===== src/rtl/cfgld_pkg.sv =====
package cfgld_pkg;

    localparam int PSTART_W     = 10;
    localparam int CNT_W        = 11;
    localparam int CTRL_W       = 5;
    localparam int OE_W         = 8;
    localparam int BYTES_PER_CH = 9;
    localparam int TAIL_BYTES   = 5;

    typedef enum logic [2:0] {
        ST_PROBE,
        ST_LOAD,
        ST_DFLT,
        ST_FIN,
        ST_DONE
    } ld_state_e;

    typedef enum logic [2:0] {
        FLD_PSTART = 3'd0,
        FLD_PCOUNT = 3'd1,
        FLD_LSTART = 3'd2,
        FLD_LCOUNT = 3'd3,
        FLD_CTRL   = 3'd4,
        FLD_HBP    = 3'd5,
        FLD_VBP    = 3'd6,
        FLD_OE     = 3'd7
    } fld_e;

    // Role of one byte in the address walk
    typedef struct packed {
        fld_e fld;
        logic hi;      // upper byte of a pair
        logic single;  // one-byte register
    } byte_role_t;

    // Register write produced by pair assembly
    typedef struct packed {
        logic        vld;
        fld_e        fld;
        logic [7:0]  ch;
        logic [15:0] val;
    } reg_wr_t;

    function automatic byte_role_t byte_role(input logic [3:0] idx, input logic tail);
        byte_role_t r;
        r.hi     = idx[0];
        r.single = 1'b0;
        if (!tail) begin
            if (idx == 4'd8) begin
                r.fld    = FLD_CTRL;
                r.single = 1'b1;
                r.hi     = 1'b0;
            end else begin
                r.fld = fld_e'({1'b0, idx[2:1]});
            end
        end else begin
            case (idx[2:1])
                2'd0:    r.fld = FLD_HBP;
                2'd1:    r.fld = FLD_VBP;
                default: begin
                    r.fld    = FLD_OE;
                    r.single = 1'b1;
                    r.hi     = 1'b0;
                end
            endcase
        end
        return r;
    endfunction

    function automatic logic [PSTART_W-1:0] dflt_pstart(input int ch);
        return PSTART_W'(8 * ch);
    endfunction

    function automatic logic [CNT_W-1:0] dflt_pcount(input int ch);
        return (ch >= 0) ? CNT_W'(128) : '0;
    endfunction

    function automatic logic [CNT_W-1:0] dflt_lstart(input int ch);
        return CNT_W'(ch);
    endfunction

    function automatic logic [CNT_W-1:0] dflt_lcount(input int ch);
        return (ch >= 0) ? CNT_W'(768) : '0;
    endfunction

    function automatic logic [CTRL_W-1:0] dflt_ctrl(input int ch);
        return CTRL_W'(ch);
    endfunction

    localparam logic [CNT_W-1:0] DFLT_HBP = CNT_W'(100);
    localparam logic [CNT_W-1:0] DFLT_VBP = CNT_W'(35);
    localparam logic [OE_W-1:0]  DFLT_OE  = 8'h03;

endpackage


===== src/rtl/cfgld_seq.sv =====
module cfgld_seq
    import cfgld_pkg::*;
#(
    parameter int         NUM_CH     = 9,
    parameter logic [7:0] PROBE_ADDR = 8'h00,
    parameter logic [7:0] GPO_BASE   = 8'h81,
    parameter logic [7:0] TAIL_BASE  = 8'hD7,
    parameter int         TIMEOUT    = 64
) (
    input  logic       clk,
    input  logic       rst,
    input  logic       rd_valid,
    input  logic [7:0] rd_data,
    output logic       rd_req,
    output logic [7:0] rd_addr,
    output logic       accept,
    output byte_role_t role,
    output logic [7:0] ch_idx,
    output logic       dflt_load,
    output logic       busy,
    output logic       done
);

    localparam int WAIT_W = $clog2(TIMEOUT + 1);
    localparam logic [WAIT_W-1:0] WAIT_LAST = WAIT_W'(TIMEOUT - 1);
    localparam logic [7:0] LAST_SLOT = 8'(NUM_CH - 1);
    localparam logic [3:0] LAST_CH_BYTE = 4'(BYTES_PER_CH - 1);
    localparam logic [3:0] LAST_TAIL_BYTE = 4'(TAIL_BYTES - 1);

    ld_state_e         state_q;
    logic [7:0]        addr_q;
    logic [3:0]        byte_q;
    logic [7:0]        slot_q;
    logic              tail_q;
    logic [WAIT_W-1:0] wait_q;
    logic              timed_out;

    always_comb begin
        rd_req    = (state_q == ST_PROBE) || (state_q == ST_LOAD);
        rd_addr   = addr_q;
        accept    = (state_q == ST_LOAD) && rd_valid;
        role      = byte_role(byte_q, tail_q);
        ch_idx    = tail_q ? 8'd0 : (LAST_SLOT - slot_q);
        dflt_load = (state_q == ST_DFLT);
        busy      = (state_q != ST_DONE);
        done      = (state_q == ST_DONE);
        timed_out = rd_req && !rd_valid && (wait_q == WAIT_LAST);
    end

    always_ff @(posedge clk) begin
        if (rst) begin
            wait_q <= '0;
        end else if (!rd_req || rd_valid) begin
            wait_q <= '0;
        end else begin
            wait_q <= wait_q + 1'b1;
        end
    end

    always_ff @(posedge clk) begin
        if (rst) begin
            state_q <= ST_PROBE;
            addr_q  <= PROBE_ADDR;
            byte_q  <= '0;
            slot_q  <= '0;
            tail_q  <= 1'b0;
        end else begin
            case (state_q)
                ST_PROBE: begin
                    if (rd_valid) begin
                        if (rd_data == 8'h00) begin
                            state_q <= ST_LOAD;
                            addr_q  <= GPO_BASE;
                            byte_q  <= '0;
                            slot_q  <= '0;
                            tail_q  <= 1'b0;
                        end else begin
                            state_q <= ST_DFLT;
                        end
                    end else if (timed_out) begin
                        state_q <= ST_DFLT;
                    end
                end
                ST_LOAD: begin
                    if (rd_valid) begin
                        if (tail_q && byte_q == LAST_TAIL_BYTE) begin
                            state_q <= ST_FIN;
                        end else if (!tail_q && byte_q == LAST_CH_BYTE) begin
                            byte_q <= '0;
                            if (slot_q == LAST_SLOT) begin
                                tail_q <= 1'b1;
                                addr_q <= TAIL_BASE;
                            end else begin
                                slot_q <= slot_q + 1'b1;
                                addr_q <= addr_q + 1'b1;
                            end
                        end else begin
                            byte_q <= byte_q + 1'b1;
                            addr_q <= addr_q + 1'b1;
                        end
                    end else if (timed_out) begin
                        state_q <= ST_DFLT;
                    end
                end
                ST_DFLT: state_q <= ST_FIN;
                ST_FIN:  state_q <= ST_DONE;
                default: state_q <= ST_DONE;
            endcase
        end
    end

endmodule


===== src/rtl/cfgld_pair.sv =====
module cfgld_pair
    import cfgld_pkg::*;
(
    input  logic       clk,
    input  logic       rst,
    input  logic       accept,
    input  byte_role_t role,
    input  logic [7:0] ch_idx,
    input  logic [7:0] rd_data,
    output reg_wr_t    wr
);

    logic [7:0] lo_q;

    always_ff @(posedge clk) begin
        if (rst) begin
            lo_q <= '0;
        end else if (accept && !role.single && !role.hi) begin
            lo_q <= rd_data;
        end
    end

    always_comb begin
        wr.vld = accept && (role.single || role.hi);
        wr.fld = role.fld;
        wr.ch  = ch_idx;
        wr.val = role.single ? {8'h00, rd_data} : {rd_data, lo_q};
    end

endmodule


===== src/rtl/cfgld_bank.sv =====
module cfgld_bank
    import cfgld_pkg::*;
#(
    parameter int NUM_CH = 9
) (
    input  logic                       clk,
    input  logic                       rst,
    input  reg_wr_t                    wr,
    input  logic                       dflt_load,
    input  logic                       done,
    output logic [NUM_CH*PSTART_W-1:0] gpo_pstart,
    output logic [NUM_CH*CNT_W-1:0]    gpo_pcount,
    output logic [NUM_CH*CNT_W-1:0]    gpo_lstart,
    output logic [NUM_CH*CNT_W-1:0]    gpo_lcount,
    output logic [NUM_CH*CTRL_W-1:0]   gpo_ctrl,
    output logic [CNT_W-1:0]           hbp,
    output logic [CNT_W-1:0]           vbp,
    output logic [OE_W-1:0]            oe_ctrl
);

    for (genvar c = 0; c < NUM_CH; c++) begin : g_ch
        logic [PSTART_W-1:0] ps_q;
        logic [CNT_W-1:0]    pc_q;
        logic [CNT_W-1:0]    ls_q;
        logic [CNT_W-1:0]    lc_q;
        logic [CTRL_W-1:0]   ct_q;
        logic                hit;

        assign hit = wr.vld && (wr.ch == 8'(c));

        always_ff @(posedge clk) begin
            if (rst) begin
                ps_q <= '0;
                pc_q <= '0;
                ls_q <= '0;
                lc_q <= '0;
                ct_q <= '0;
            end else if (dflt_load) begin
                ps_q <= dflt_pstart(c);
                pc_q <= dflt_pcount(c);
                ls_q <= dflt_lstart(c);
                lc_q <= dflt_lcount(c);
                ct_q <= dflt_ctrl(c);
            end else if (hit) begin
                case (wr.fld)
                    FLD_PSTART: ps_q <= wr.val[PSTART_W-1:0];
                    FLD_PCOUNT: pc_q <= wr.val[CNT_W-1:0];
                    FLD_LSTART: ls_q <= wr.val[CNT_W-1:0];
                    FLD_LCOUNT: lc_q <= wr.val[CNT_W-1:0];
                    FLD_CTRL:   ct_q <= wr.val[CTRL_W-1:0];
                    default: ;
                endcase
            end
        end

        assign gpo_pstart[c*PSTART_W +: PSTART_W] = done ? ps_q : '0;
        assign gpo_pcount[c*CNT_W +: CNT_W]       = done ? pc_q : '0;
        assign gpo_lstart[c*CNT_W +: CNT_W]       = done ? ls_q : '0;
        assign gpo_lcount[c*CNT_W +: CNT_W]       = done ? lc_q : '0;
        assign gpo_ctrl[c*CTRL_W +: CTRL_W]       = done ? ct_q : '0;
    end

    logic [CNT_W-1:0] hbp_q;
    logic [CNT_W-1:0] vbp_q;
    logic [OE_W-1:0]  oe_q;

    always_ff @(posedge clk) begin
        if (rst) begin
            hbp_q <= '0;
            vbp_q <= '0;
            oe_q  <= '0;
        end else if (dflt_load) begin
            hbp_q <= DFLT_HBP;
            vbp_q <= DFLT_VBP;
            oe_q  <= DFLT_OE;
        end else if (wr.vld) begin
            case (wr.fld)
                FLD_HBP: hbp_q <= wr.val[CNT_W-1:0];
                FLD_VBP: vbp_q <= wr.val[CNT_W-1:0];
                FLD_OE:  oe_q  <= wr.val[OE_W-1:0];
                default: ;
            endcase
        end
    end

    assign hbp     = done ? hbp_q : '0;
    assign vbp     = done ? vbp_q : '0;
    assign oe_ctrl = done ? oe_q  : '0;

endmodule


===== src/rtl/eeprom_cfg_loader.sv =====
module eeprom_cfg_loader
    import cfgld_pkg::*;
#(
    parameter int         NUM_CH     = 9,
    parameter logic [7:0] PROBE_ADDR = 8'h00,
    parameter logic [7:0] GPO_BASE   = 8'h81,
    parameter logic [7:0] TAIL_BASE  = 8'hD7,
    parameter int         TIMEOUT    = 64
) (
    input  logic                       clk,
    input  logic                       rst,
    output logic                       rd_req,
    output logic [7:0]                 rd_addr,
    input  logic                       rd_valid,
    input  logic [7:0]                 rd_data,
    output logic                       busy,
    output logic                       done,
    output logic [NUM_CH*PSTART_W-1:0] gpo_pstart,
    output logic [NUM_CH*CNT_W-1:0]    gpo_pcount,
    output logic [NUM_CH*CNT_W-1:0]    gpo_lstart,
    output logic [NUM_CH*CNT_W-1:0]    gpo_lcount,
    output logic [NUM_CH*CTRL_W-1:0]   gpo_ctrl,
    output logic [CNT_W-1:0]           hbp,
    output logic [CNT_W-1:0]           vbp,
    output logic [OE_W-1:0]            oe_ctrl,
    output logic                       oclk_en,
    output logic                       oclk_pol
);

    logic       accept;
    byte_role_t role;
    logic [7:0] ch_idx;
    logic       dflt_load;
    reg_wr_t    wr;

    cfgld_seq #(
        .NUM_CH    (NUM_CH),
        .PROBE_ADDR(PROBE_ADDR),
        .GPO_BASE  (GPO_BASE),
        .TAIL_BASE (TAIL_BASE),
        .TIMEOUT   (TIMEOUT)
    ) seq_i (
        .clk      (clk),
        .rst      (rst),
        .rd_valid (rd_valid),
        .rd_data  (rd_data),
        .rd_req   (rd_req),
        .rd_addr  (rd_addr),
        .accept   (accept),
        .role     (role),
        .ch_idx   (ch_idx),
        .dflt_load(dflt_load),
        .busy     (busy),
        .done     (done)
    );

    cfgld_pair pair_i (
        .clk    (clk),
        .rst    (rst),
        .accept (accept),
        .role   (role),
        .ch_idx (ch_idx),
        .rd_data(rd_data),
        .wr     (wr)
    );

    cfgld_bank #(.NUM_CH(NUM_CH)) bank_i (
        .clk       (clk),
        .rst       (rst),
        .wr        (wr),
        .dflt_load (dflt_load),
        .done      (done),
        .gpo_pstart(gpo_pstart),
        .gpo_pcount(gpo_pcount),
        .gpo_lstart(gpo_lstart),
        .gpo_lcount(gpo_lcount),
        .gpo_ctrl  (gpo_ctrl),
        .hbp       (hbp),
        .vbp       (vbp),
        .oe_ctrl   (oe_ctrl)
    );

    assign oclk_en  = oe_ctrl[0];
    assign oclk_pol = oe_ctrl[1];

endmodule


===== config.mk =====
export PLATFORM = sky130hd
export DESIGN_NAME = eeprom_cfg_loader
export DESIGN_NICKNAME = d
export VERILOG_FILES = /design/src/rtl/cfgld_pkg.sv /design/src/rtl/cfgld_seq.sv /design/src/rtl/cfgld_pair.sv /design/src/rtl/cfgld_bank.sv /design/src/rtl/eeprom_cfg_loader.sv
export SDC_FILE = /design/constraint.sdc
export NUM_CORES = 1
export LEC_CHECK = 0
export ABC_CLOCK_PERIOD_IN_PS = 5200
export BUFFER_PORTS_ARGS = -buffer_cell sky130_fd_sc_hd__buf_4
export CAP_MARGIN = 20
export CORE_ASPECT_RATIO = 2
export CORE_MARGIN = 10
export CORE_UTILIZATION = 59
export DETAILED_ROUTE_END_ITERATION = 12
export GPL_TIMING_DRIVEN = 0
export PLACE_DENSITY = 0.86
export SETUP_SLACK_MARGIN = 0.3
export SYNTH_ARGS = -nofsm -noshare
export SYNTH_HDL_FRONTEND = slang
export SYNTH_SLANG_ARGS = --single-unit

===== constraint.sdc =====
create_clock -name clk -period 5.2 [get_ports clk]
set_clock_uncertainty 0.1 [all_clocks]
set_input_delay 0 -clock clk [delete_from_list [all_inputs] [get_ports clk]]
set_output_delay 0 -clock clk [all_outputs]
set_load 0.02 [all_outputs]

==> metrics.md <==
| Metric | Value |
|---|---|
| Post-synth top area share | 45.1% |
| Core area | 37,300 sq um |
| FMAX | 0.217 GHz |
| Cell count after synthesis | 2,450 |
| Max Cap Violations | 0 |
| Layout Nets | 3,015 |
| Uppermost layer routed | met5 |
| Vert. Die Dim | 295 um |
| Final hold vios | 0 |
| Layout area overhead | 26.1% |
| Clk_lat worst skew | 0.57 ns |
| Maximum VDD drop | 0.302 mV |
| Cell taking the most area after synthesis | dfxtp_1 |
| WL met2 | 45,300 um |
| Syn Nets | 2,467 |
| Chip width | 157 um |
| Port bufs | 485 |
| CP arrival | 4.90 ns |
| CTS sink count | 501 |
| CP startpoint kind | flip-flop |
| HP Class | in2reg |
| Commonest non-fill, non-tap cell in the layout | dfxtp_1 |
| GRT Overall Usage | 38.6% |
| Leak pwr | 10.9 nW |
| Post-CTS Setup Inserts | 0 |
| Initial antenna violation count | 2 |
| Vias in the first global route | 21.3k |
| Final setup fails | 0 |
| Power Dens Cells | 287 nW/um^2 |
| Multi-input gate area | 11,300 sq um |
| Internal power | 0.00595 W |
| Reg2reg path depth | 10 |
| Row Count | 100 |
| DRT antenna net count | 0 |
| DRC | 0 |
| RePlAce Congestion | 1.02 |
| Synth Warn # | 0 |
| Worst-path fanout max | 10 |
| CTS tree | yes |
| CTS clock-pin slew for the worst setup and hold paths | 0.07 ns |
| Register area | 10,000 sq um |
| Starting Density | 59.6% |
| H-tree levels | 2 |
| Fillers | 2,713 |
| Total congestion overflow | 0 |
| Most frequent cells in the layout | 501 x dfxtp_1, 497 x buf_4, 463 x and2_1 |
| Flop pwr share | 49.5% |
| Top_reg_cell synth | dfxtp_1 |
| # IOs | 486 |
| Max Buffers Root-to-Sink | 3 |
| Flop-to-flop setup slack | 0.60 ns |
| WHS | 0.202 ns |
| Max-slew violations | 0 |
| Hold path endpoint | pair_i.lo_q[6]$_SDFFE_PP0P_ |
| Final TNS setup | 0 ns |
| Post-cts gate resize count | 0 |
| Worst Tran Pin Value | 1.24 ns |
| Synthesized area | 22,200 sq um |
| Worst slew margin | 17.6% |
| CTS buffer count | 43 |
| Tot Pwr | 0.00805 W |
| Yosys reg bits | 501 |
| Synth cell types | 70 |
| Iter 0 DRT Violations | 1,736 |
| Sw frac | 26.1% |
| Top post-synthesis cells by area | dfxtp_1 45%, and2_1 13%, mux2i_1 9.5%, a211oi_1 7.8%, nor2_1 7.0% |
| Vias | 21.2k |
| Syn Area/Cell | 9.07 sq um |
| Fin crit period | 4.60 ns |
| Hold path cells | 4 |
| Vias per cell | 6.09 |
| Post-synth ARST share | 0% |
| Combinational power share | 9.1% |
| Crit path required time | 5.50 ns |
| Metal-1 WL | 30,900 um |
| Critical R2R Capture | bank_i.g_ch[3].lc_q[3]$_SDFFE_PP0P_ |
| Setup crit end kind | flip-flop |
| First-pass GRT wire length | 134,000 um |
| Clock Root Buffer | clkbuf_16 |
| DP HPWL | 71,600 um |
| Period utilization | 88.5% |
| Ratio of cells with drive above 1 in the final layout | 22.2% |
| Clock share of power | 41.4% |
| EDFF count, synth | 0 |
| Met3 wire len | 7940 um |
| Reg-to-reg startpoint | seq_i.byte_q[1]$_SDFFE_PP0P_ |
| Hold path start | rd_data[6] |
| Largest net degree at the start of global routing | 16 |
| Unrepaired setup endpoints after global routing | false |
| Status | finished clean |
| Sequential cell area fraction in the yosys report | 45.1% |
| Die area | 46,300 sq um |
| P_sw | 0.00210 W |
| Kind of critical path | reg2reg |
| Final WL | 93,900 um |
| Routed len/inst | 26.9 um |
| Pre-antenna DRT Iters | 6 |
## metal layers
layer	vias to the layer above	GRT usage, %
met5	-	0
met4	2	34.8
met3	452	8.66
met2	1365	65.9
met1	10000	38.0
li1	9418	-
## area by class of cell
class | instances | area share (%)
antenna | 1 | 0.00893
buffer | 214 | 3.21
clock buffer | 62 | 4.56
clock inverter | 11 | 0.495
inverter | 11 | 0.147
multi-input combinational | 1724 | 40.2
sequential | 501 | 35.8
tap | 459 | 2.05
timing repair buffer | 503 | 13.6
## what timing repair did
action                                  4_1_cts  5_1_grt
endpoints found under the hold margin        34        0
hold buffers                                 10        0
endpoints found under the setup margin        0        0
## critical path: stages, from the launching register on
cell       delay (ns)
dfxtp_1          0.33
clkbuf_1         0.39
inv_1            0.28
ha_1             0.32
nand4bb_1        0.11
clkbuf_1         0.40
nand2_1          0.37
clkbuf_1         0.38
mux2i_1          0.94
clkbuf_1         0.63
a211oi_1         0.19
## synthesized netlist by cell type (2+ instances only)
library cell  instances
a311oi_1              6
or3_1                 3
ha_1                  6
nor2b_1               6
o21ai_1               2
nor3_1               27
and2_1              463
a2111o_1              4
nor3_2                3
nand2_1              81
nand3b_1              5
a2111oi_2             2
dfxtp_1             501
inv_1                11
mux2i_1             210
a211oi_2              3
xor2_1                9
nor4_2                3
buf_6                 4
a21oi_1              96
nand4bb_1             2
nand3_1              11
a21o_1                2
nor4_4               23
nor2_1              417
buf_2                33
buf_1                 3
nand4_1               5
a211oi_1            231
nand2b_1              4
buf_4                 7
clkbuf_1            167
and3_1               13
nand2_2               3
nand4b_1              2
or4_1                 2
nor4_1                9
nor3_4               11
xnor2_1               2
o21ai_0              20
mux2_2                8
a31oi_1               2
## kinds of logic (layout without fill, tap and decap cells)
| logic type | count (synthesis) | count (layout) | synth area share [%] |
|---|---|---|---|
| compound gates | 387 | 387 | 12.4 |
| xor+xnor | 11 | 11 | 0.433 |
| fa+ha+maj | 6 | 6 | 0.338 |
| buf+inv | 225 | 801 | 4.24 |
| flops | 501 | 501 | 45.1 |
| mux | 218 | 218 | 9.86 |
| other cells | 0 | 1 | 0 |
| simple gates | 1102 | 1102 | 27.7 |
## per-stage QoR
step / utilization (%) / cell area (sq um) / worst slack (ns) / std cells
after global routing: 75.2 / 28000 / 0.556 / 3485
after detailed placement: 71.1 / 26500 / 0.717 / 3400
final: 75.2 / 28000 / 0.600 / 3486
after floorplan: - / 22200 / 2.06 / 2450
after CTS: 75.1 / 28000 / 0.647 / 3483
after global placement: 70.9 / 26400 / 0.551 / 3394
## power by group through the flow
stage	Combinational, W	Sequential (W)	Clock [W]
after floorplan	0.000395	0.00404	0
after global placement	0.000674	0.00406	0
after detailed placement	0.000691	0.00407	0
after CTS	0.000701	0.00398	0.00330
after global routing	0.000752	0.00399	0.00343
final	0.000730	0.00399	0.00333
## state kept, by name, indices dropped and copies added (netlist names), 11 cells and up
register          cells
bank_i.hbp_q         11
bank_i.g_ch.ls_q     99
bank_i.vbp_q         11
bank_i.g_ch.ct_q     45
bank_i.g_ch.ps_q     90
bank_i.g_ch.pc_q     99
bank_i.g_ch.lc_q     99
## how the worst max path moves through the flow
stage | start | endpoint | slack [ns] | cells after the start
global placement | seq_i.byte_q[1]$_SDFFE_PP0P_ | bank_i.g_ch[3].ls_q[6]$_SDFFE_PP0P_ | 0.55 | 10
CTS | seq_i.byte_q[1]$_SDFFE_PP0P_ | bank_i.g_ch[6].lc_q[4]$_SDFFE_PP0P_ | 0.65 | 10
finish | seq_i.byte_q[1]$_SDFFE_PP0P_ | bank_i.g_ch[3].lc_q[3]$_SDFFE_PP0P_ | 0.60 | 10
detailed placement | seq_i.byte_q[1]$_SDFFE_PP0P_ | bank_i.g_ch[3].ls_q[4]$_SDFFE_PP0P_ | 0.72 | 10
global route | seq_i.byte_q[1]$_SDFFE_PP0P_ | bank_i.g_ch[3].lc_q[3]$_SDFFE_PP0P_ | 0.56 | 10
floorplan | seq_i.slot_q[0]$_SDFFE_PP0P_ | bank_i.g_ch[4].ps_q[9]$_SDFFE_PP0P_ | 2.06 | 12
(Power assumes the default switching activity.)
